## config.mk

```make
export PLATFORM = sky130hd
export DESIGN_NAME = lrs_retrain_seq
export DESIGN_NICKNAME = d
export VERILOG_FILES = /design/src/rtl/lrs_pkg.sv /design/src/rtl/lrs_cycle_timer.sv /design/src/rtl/lrs_cfg_master.sv /design/src/rtl/lrs_retrain_seq.sv
export SDC_FILE = /design/constraint.sdc
export NUM_CORES = 1
export LEC_CHECK = 0
export ABC_AREA = 1
export ABC_CLOCK_PERIOD_IN_PS = 2000
export CORE_UTILIZATION = 40
export CTS_BUF_LIST = sky130_fd_sc_hd__clkbuf_16
export CTS_CLUSTER_DIAMETER = 50
export DETAILED_ROUTE_END_ITERATION = 8
export GPL_TIMING_DRIVEN = 0
export PLACE_DENSITY = 0.57
export SLEW_MARGIN = 40
export SYNTH_ARGS = -nofsm -noshare
export SYNTH_HDL_FRONTEND = slang
export SYNTH_SLANG_ARGS = --single-unit
```

## constraint.sdc

```tcl
create_clock -name clk_i -period 2 [get_ports clk_i]
set_input_delay 0.4 -clock clk_i [delete_from_list [all_inputs] [get_ports clk_i]]
set_output_delay 0.4 -clock clk_i [all_outputs]
set_load 0.02 [all_outputs]
```

## src/rtl/lrs_pkg.sv

```systemverilog
package lrs_pkg;
  localparam int unsigned DATA_W = 16;

  localparam logic [7:0] CAP_BASE   = 8'h80;
  localparam logic [7:0] OFF_LNKCAP = 8'h0C;
  localparam logic [7:0] OFF_LNKCTL = 8'h10;
  localparam logic [7:0] OFF_LNKSTA = 8'h12;

  localparam logic [4:0] LINK_ACTIVE = 5'h0F;
  localparam logic [3:0] RATE_LOW    = 4'd1;
  localparam int unsigned RETRAIN_BIT  = 5;
  localparam int unsigned TRAINING_BIT = 11;

  typedef enum logic [3:0] {
    ST_START,
    ST_RD_CAP,
    ST_RD_STA,
    ST_RD_CTL,
    ST_WR_CTL,
    ST_POLL_LT,
    ST_WAIT_LT,
    ST_CHK_UP,
    ST_WAIT_UP,
    ST_DONE
  } lrs_state_e;
endpackage

```

## src/rtl/lrs_cycle_timer.sv

```systemverilog
module lrs_cycle_timer #(
  parameter int unsigned LIMIT = 100
) (
  input  logic clk_i,
  input  logic rst_ni,
  input  logic clear_i,
  output logic expired_o
);
  localparam int unsigned CW = $clog2(LIMIT + 1);

  logic [CW-1:0] cnt_q;

  always_ff @(posedge clk_i or negedge rst_ni) begin
    if (!rst_ni)                  cnt_q <= '0;
    else if (clear_i)             cnt_q <= '0;
    else if (cnt_q != CW'(LIMIT)) cnt_q <= cnt_q + 1'b1;
  end

  assign expired_o = (cnt_q == CW'(LIMIT));
endmodule

```

## src/rtl/lrs_cfg_master.sv

```systemverilog
module lrs_cfg_master #(
  parameter int unsigned ADDR_W = 12,
  parameter int unsigned DATA_W = 16
) (
  input  logic              clk_i,
  input  logic              rst_ni,
  input  logic              cmd_valid_i,
  input  logic              cmd_we_i,
  input  logic [ADDR_W-1:0] cmd_addr_i,
  input  logic [DATA_W-1:0] cmd_wdata_i,
  output logic              cmd_ready_o,
  output logic              rsp_valid_o,
  output logic [DATA_W-1:0] rsp_rdata_o,
  output logic              cfg_req_o,
  output logic              cfg_we_o,
  output logic [ADDR_W-1:0] cfg_addr_o,
  output logic [DATA_W-1:0] cfg_wdata_o,
  input  logic [DATA_W-1:0] cfg_rdata_i,
  input  logic              cfg_ack_i
);
  logic              req_q, we_q;
  logic [ADDR_W-1:0] addr_q;
  logic [DATA_W-1:0] wdata_q;

  always_ff @(posedge clk_i or negedge rst_ni) begin
    if (!rst_ni) begin
      req_q   <= 1'b0;
      we_q    <= 1'b0;
      addr_q  <= '0;
      wdata_q <= '0;
    end else if (req_q) begin
      if (cfg_ack_i) req_q <= 1'b0;
    end else if (cmd_valid_i) begin
      req_q   <= 1'b1;
      we_q    <= cmd_we_i;
      addr_q  <= cmd_addr_i;
      wdata_q <= cmd_wdata_i;
    end
  end

  assign cmd_ready_o = !req_q;
  assign rsp_valid_o = req_q & cfg_ack_i;
  assign rsp_rdata_o = cfg_rdata_i;
  assign cfg_req_o   = req_q;
  assign cfg_we_o    = we_q;
  assign cfg_addr_o  = addr_q;
  assign cfg_wdata_o = wdata_q;


  req_hold_chk: assert property (@(posedge clk_i) disable iff (!rst_ni)
    cfg_req_o && !cfg_ack_i |=> cfg_req_o && $stable(cfg_addr_o)
                                && $stable(cfg_we_o) && $stable(cfg_wdata_o));
endmodule

```

## src/rtl/lrs_retrain_seq.sv

```systemverilog
module lrs_retrain_seq
  import lrs_pkg::*;
#(
  parameter int unsigned ADDR_W        = 12,
  parameter int unsigned POLL_CYC      = 5000,
  parameter int unsigned TRAIN_TMO_CYC = 50000,
  parameter int unsigned UP_TMO_CYC    = 50000
) (
  input  logic              clk_i,
  input  logic              rst_ni,
  input  logic [4:0]        link_state_i,
  output logic              cfg_req_o,
  output logic              cfg_we_o,
  output logic [ADDR_W-1:0] cfg_addr_o,
  output logic [15:0]       cfg_wdata_o,
  input  logic [15:0]       cfg_rdata_i,
  input  logic              cfg_ack_i,
  output logic              done_o,
  output logic              train_tmo_o,
  output logic              up_tmo_o
);
  localparam logic [ADDR_W-1:0] A_CAP = ADDR_W'(CAP_BASE) + ADDR_W'(OFF_LNKCAP);
  localparam logic [ADDR_W-1:0] A_CTL = ADDR_W'(CAP_BASE) + ADDR_W'(OFF_LNKCTL);
  localparam logic [ADDR_W-1:0] A_STA = ADDR_W'(CAP_BASE) + ADDR_W'(OFF_LNKSTA);
  localparam int unsigned NTMR = 3;
  localparam int unsigned T_POLL = 0, T_TRAIN = 1, T_UP = 2;
  localparam int unsigned TMR_LIM [NTMR] = '{POLL_CYC, TRAIN_TMO_CYC, UP_TMO_CYC};

  lrs_state_e state_q, state_d;
  logic              pend_q;
  logic [DATA_W-1:0] ctl_q;
  logic              ttmo_q, utmo_q;
  logic              set_ttmo, set_utmo, ld_ctl;

  logic              cmd_valid, cmd_we, cmd_ready, rsp_valid;
  logic [ADDR_W-1:0] cmd_addr;
  logic [DATA_W-1:0] rsp_rdata;
  logic [NTMR-1:0]   tmr_clr, tmr_exp;
  logic              link_up;

  assign link_up = (link_state_i == LINK_ACTIVE);

  // command issue per access state
  always_comb begin
    cmd_valid = 1'b0;
    cmd_we    = 1'b0;
    cmd_addr  = A_STA;
    unique case (state_q)
      ST_RD_CAP:  begin cmd_valid = !pend_q; cmd_addr = A_CAP; end
      ST_RD_STA:  begin cmd_valid = !pend_q; cmd_addr = A_STA; end
      ST_RD_CTL:  begin cmd_valid = !pend_q; cmd_addr = A_CTL; end
      ST_WR_CTL:  begin cmd_valid = !pend_q; cmd_addr = A_CTL; cmd_we = 1'b1; end
      ST_POLL_LT: begin cmd_valid = !pend_q; cmd_addr = A_STA; end
      default: ;
    endcase
  end

  always_comb begin
    state_d  = state_q;
    set_ttmo = 1'b0;
    set_utmo = 1'b0;
    ld_ctl   = 1'b0;
    unique case (state_q)
      ST_START:  state_d = link_up ? ST_RD_CAP : ST_DONE;
      ST_RD_CAP: if (rsp_valid)
                   state_d = (rsp_rdata[3:0] > RATE_LOW) ? ST_RD_STA : ST_DONE;
      ST_RD_STA: if (rsp_valid)
                   state_d = (rsp_rdata[3:0] == RATE_LOW) ? ST_RD_CTL : ST_DONE;
      ST_RD_CTL: if (rsp_valid) begin
                   ld_ctl  = 1'b1;
                   state_d = ST_WR_CTL;
                 end
      ST_WR_CTL: if (rsp_valid) state_d = ST_POLL_LT;
      ST_POLL_LT: if (rsp_valid) begin
                   if (!rsp_rdata[TRAINING_BIT]) state_d = ST_CHK_UP;
                   else if (tmr_exp[T_TRAIN]) begin
                     set_ttmo = 1'b1;
                     state_d  = ST_CHK_UP;
                   end else state_d = ST_WAIT_LT;
                 end
      ST_WAIT_LT: if (tmr_exp[T_POLL]) state_d = ST_POLL_LT;
      ST_CHK_UP: begin
                   if (link_up) state_d = ST_DONE;
                   else if (tmr_exp[T_UP]) begin
                     set_utmo = 1'b1;
                     state_d  = ST_DONE;
                   end else state_d = ST_WAIT_UP;
                 end
      ST_WAIT_UP: if (tmr_exp[T_POLL]) state_d = ST_CHK_UP;
      ST_DONE:   state_d = ST_DONE;
      default:   state_d = ST_DONE;
    endcase
  end

  always_ff @(posedge clk_i or negedge rst_ni) begin
    if (!rst_ni) begin
      state_q <= ST_START;
      pend_q  <= 1'b0;
      ctl_q   <= '0;
      ttmo_q  <= 1'b0;
      utmo_q  <= 1'b0;
    end else begin
      state_q <= state_d;
      if (rsp_valid)                   pend_q <= 1'b0;
      else if (cmd_valid && cmd_ready) pend_q <= 1'b1;
      if (ld_ctl)   ctl_q  <= rsp_rdata | DATA_W'(1 << RETRAIN_BIT);
      if (set_ttmo) ttmo_q <= 1'b1;
      if (set_utmo) utmo_q <= 1'b1;
    end
  end

  assign tmr_clr[T_POLL]  = !(state_q inside {ST_WAIT_LT, ST_WAIT_UP});
  assign tmr_clr[T_TRAIN] = !(state_q inside {ST_POLL_LT, ST_WAIT_LT});
  assign tmr_clr[T_UP]    = !(state_q inside {ST_CHK_UP, ST_WAIT_UP});

  for (genvar g = 0; g < NTMR; g++) begin : g_tmr
    lrs_cycle_timer #(.LIMIT(TMR_LIM[g])) u_tmr (
      .clk_i    (clk_i),
      .rst_ni   (rst_ni),
      .clear_i  (tmr_clr[g]),
      .expired_o(tmr_exp[g])
    );
  end

  lrs_cfg_master #(.ADDR_W(ADDR_W), .DATA_W(DATA_W)) u_cfg (
    .clk_i      (clk_i),
    .rst_ni     (rst_ni),
    .cmd_valid_i(cmd_valid),
    .cmd_we_i   (cmd_we),
    .cmd_addr_i (cmd_addr),
    .cmd_wdata_i(ctl_q),
    .cmd_ready_o(cmd_ready),
    .rsp_valid_o(rsp_valid),
    .rsp_rdata_o(rsp_rdata),
    .cfg_req_o  (cfg_req_o),
    .cfg_we_o   (cfg_we_o),
    .cfg_addr_o (cfg_addr_o),
    .cfg_wdata_o(cfg_wdata_o),
    .cfg_rdata_i(cfg_rdata_i),
    .cfg_ack_i  (cfg_ack_i)
  );

  assign done_o      = (state_q == ST_DONE);
  assign train_tmo_o = ttmo_q;
  assign up_tmo_o    = utmo_q;


  done_sticky_chk: assert property (@(posedge clk_i) disable iff (!rst_ni)
    done_o |=> done_o);

  quiet_after_done_chk: assert property (@(posedge clk_i) disable iff (!rst_ni)
    done_o |-> !cfg_req_o);

  retrain_bit_chk: assert property (@(posedge clk_i) disable iff (!rst_ni)
    cfg_req_o && cfg_we_o |-> cfg_wdata_o[RETRAIN_BIT] && cfg_addr_o == A_CTL);

  train_err_sticky_chk: assert property (@(posedge clk_i) disable iff (!rst_ni)
    train_tmo_o |=> train_tmo_o);

  up_err_sticky_chk: assert property (@(posedge clk_i) disable iff (!rst_ni)
    up_tmo_o |=> up_tmo_o);
endmodule

```

==> flow_metrics.py <==
metrics = {
    "run_status": {
        "status": "finished, final reports clean",
    },
    "synth": {
        "synthFlopType": "dfrtp_1",
        "ys_types": 31,
        "synth_compound_area_share_pct": 13.2,
        "synth_top_family_by_area": "simple AND/OR/NAND/NOR gates",
        "synth_xor_area_share_pct": 1.17,
        "synth_edf_count": 0,
        "yosys.area.top_type": "dfrtp_1",
        "synth_area_mm2": 0.00450,
        "yosysMostFrequentCell": "nand2_1",
        "synthAdderAreaFrac_pct": 1.67,
        "muxShareOfSynthArea_pct": 0,
        "synthSimpleGateAreaFrac_pct": 23.5,
        "synthTopCellsByArea": "dfrtp_1, nand2_1, inv_1",
        "ys_top_cells_by_count": "nand2_1, dfrtp_1, inv_1",
        "syn_area_per_cell_um2": 8.11,
        "async_reset_ff_share_pct": 100,
        "synth_top_area_share_pct": 50.1,
        "yosys_warnings": 0,
        "ys_ff_latch": 90,
        "seq_area_frac_synth_pct": 50.1,
        "synth_cells": 555,
    },
    "timing": {
        "setup_violations": 0,
        "finalHoldViolations": 0,
        "clock_skew_ps": 7.55,
        "rsz0062_at_grt": "false",
        "tightestPinTransition_ps": 504,
        "fin_crit_ps": 1800,
        "period_share_pct": 89.8,
        "fmax_ghz": 0.557,
        "drv_slew": 0,
        "setup_ws_ps": 204,
        "relSlewSlack_pct": 66.4,
    },
    "clock_tree": {
        "clock_latency_ps": 330,
        "cts_tree": "done",
        "htree_levels": 3,
        "clk_pin_slew_ps": 70,
        "clock_sinks": 90,
        "cts_buffer_depth": 2,
        "cts_root_buffer": "clkbuf_16",
        "cts_buffers": 9,
    },
    "worst_setup_path": {
        "crit_family": "buffers and inverters",
        "cp-start-kind": "flip-flop",
        "rrSetupSlack_ps": 320,
        "path_cells": "buf_4 -> clkdlybuf4s50_1",
        "cp-end-kind": "output port",
        "cp.arrival_ps": 1400,
        "worst_path_max_delay_cell": "clkdlybuf4s50_1",
        "reg2reg_depth": 7,
        "cpPeakStageDelay_ps": 580,
        "cp.required_ps": 1600,
        "crit_type": "flip-flop to output port",
        "path_buf_inv": 2,
        "worstPathMaxFanout": 3,
        "path_depth": 2,
    },
    "placement": {
        "dp_slack_ps": 37.9,
        "place_inst": 750,
        "post-dp-hpwl_um": 6680,
        "numPortBuffers": 48,
        "gp_congestion": 0.826,
        "place_area_mm2": 0.00520,
    },
    "finish": {
        "nFillCells": 1067,
        "layout-drive-gt1-share_pct": 11.0,
        "multi_input_area_mm2": 0.00180,
        "regArea_mm2": 0.00225,
        "final_nets": 651,
        "syn_to_final_growth_pct": 21.9,
        "antennaDiodeCount": 0,
        "finalNonFillerCells": 766,
        "fin_area_mm2": 0.00548,
    },
    "global_routing": {
        "grt_usage_pct": 17.1,
        "grt_max_degree": 53,
        "grt_pass1_wl_um": 15800,
        "grt_pass1_vias": 3583,
        "antenna_found_initial": 0,
        "gr-total-overflow": 0,
    },
    "drt": {
        "dr.pass1.iters": 4,
        "num_vias": 3612,
        "finalWirelength_um": 9030,
        "drc": 0,
        "vias_per_cell": 4.72,
        "drt_iter0_drc": 185,
        "wire_per_inst_um": 11.8,
        "drt.antenna.violating_nets": 0,
    },
    "die": {
        "die_w_um": 108,
        "initial_utilization_pct": 41.3,
        "dieArea_mm2": 0.0117,
        "ios": 57,
        "die_h_um": 108,
        "core_region_area_mm2": 0.0109,
        "num_rows": 38,
    },
    "pwr": {
        "power.density_mw_per_mm2": 1140,
        "power_mw": 6.28,
        "power.leakage_nw": 2.54,
        "ir_drop_mv": 0.738,
    },
    "run": {
        "max_cap_violations": 0,
    },
    "worst_hold_path": {
        "hold_class": "input port to asynchronous set/reset pin",
    },
}
[layout by cell type (no fill, tap or decap)]
master             n
nand3_4            1
a31o_2             2
buf_2              2
o21ai_1            6
a21oi_1           33
nand3_1           31
buf_4              9
nor2_4             1
nor3_1            20
clkbuf_16          9
a2bb2oi_1          1
clkdlybuf4s50_1   46
nor2_1            78
o21ai_0           30
dfrtp_1           90
bufinv_16          1
clkbuf_2           1
o21ai_2           20
inv_2              5
nor2_2             4
a22oi_1            1
a31oi_1            2
xor2_1             6
inv_1             88
clkbuf_1           2
buf_6              5
ha_1               6
nand4_1            4
o2111ai_1          1
conb_1             7
nand2_2            3
buf_12             1
o21ai_4            1
nand2_1          103
nor4_1             2
nand2_4            1
clkinvlp_4         3
[final cells by class]
class / instances / share of cell area [%]
plain buffers: 17 / 2.37
multi-input cells: 364 / 32.9
well taps: 140 / 3.19
flip-flops and latches: 90 / 41.1
repair buffers: 49 / 9.06
clock buffers: 9 / 4.11
clock inverters: 7 / 1.16
inverters: 90 / 6.16
[worst paths after layout]
path                                                          start                                    to
worst max-delay path                u_cfg.cfg_addr_o[3]$_DFFE_PN0P_                         cfg_addr_o[3]
worst min-delay path                                         rst_ni  g_tmr[1].u_tmr.cnt_q[12]$_DFFE_PN0P_
worst max register to register  g_tmr[0].u_tmr.cnt_q[0]$_DFFE_PN0P_  g_tmr[0].u_tmr.cnt_q[12]$_DFFE_PN0P_
worst min register to register      u_cfg.cfg_addr_o[7]$_DFFE_PN0P_       u_cfg.cfg_addr_o[7]$_DFFE_PN0P_
max in group asynchronous                                    rst_ni   g_tmr[0].u_tmr.cnt_q[4]$_DFFE_PN0P_
min in group clk_i                  u_cfg.cfg_addr_o[7]$_DFFE_PN0P_       u_cfg.cfg_addr_o[7]$_DFFE_PN0P_
[cell families (layout without fill, tap and decap cells)]
kind of cell | Yosys count | in the layout
DFF | 90 | 90
other | 1 | 7
AOI/OAI and AO/OA | 97 | 97
buffers and inverters | 107 | 172
and+or+nand+nor | 248 | 248
xor gates and xnor gates | 6 | 6
adders and majority gates | 6 | 6
[per-layer routing]
metal / part of all wire, % / track usage (%)
met4: 0.82 / 4.11
met2: 49 / 30.3
met1: 46 / 20.9
met5: 0 / 0
met3: 3.6 / 4.16
[through the flow]
| step | hold slack (ps) | utilization [%] | TNS [ps] |
|---|---|---|---|
| 2_1_floorplan | 104 | - | 0 |
| 3_3_place_gp | 446 | 47.6 | -258660 |
| 3_5_place_dp | 387 | 47.7 | 0 |
| 4_1_cts | 25.5 | 50.4 | 0 |
| 5_1_grt | 42.9 | 50.4 | 0 |
| 6_report | 7.35 | 50.4 | 0 |
[worst register-to-register path, cell delays in order, from the launching register on]
cell     delay, ps
dfrtp_1        420
ha_1           200
nand2_1         60
nor2_1         210
nand3_1        140
nor3_1         320
nand3_1        120
a21oi_1        150
[sequential cells by signal, indices dropped and copies added (netlist names)]
signal,flops
u_cfg.cfg_wdata_o,16
train_tmo_o,1
up_tmo_o,1
u_cfg.cfg_req_o,1
u_cfg.cfg_addr_o,4
state_q,4
u_cfg.cfg_we_o,1
ctl_q,16
pend_q,1
g_tmr.u_tmr.cnt_q,45
[power by group]
part / internal (mW) / leakage, nW / switching [mW] / total (mW)
logic: 0.926 / 1.24 / 1.34 / 2.27
registers: 2.16 / 1.16 / 0.213 / 2.37
clock network: 0.954 / 0.141 / 0.679 / 1.63
[timing repair]
item,CTS,global route
hold endpoints to repair,0,0
setup endpoints to repair,1,1
pin swaps,0,0
hold buffers,0,0
gates cloned,0,0
gates resized for setup,1,3
setup buffers,0,0
No activity file was read; power rests on OpenSTA's default activity.
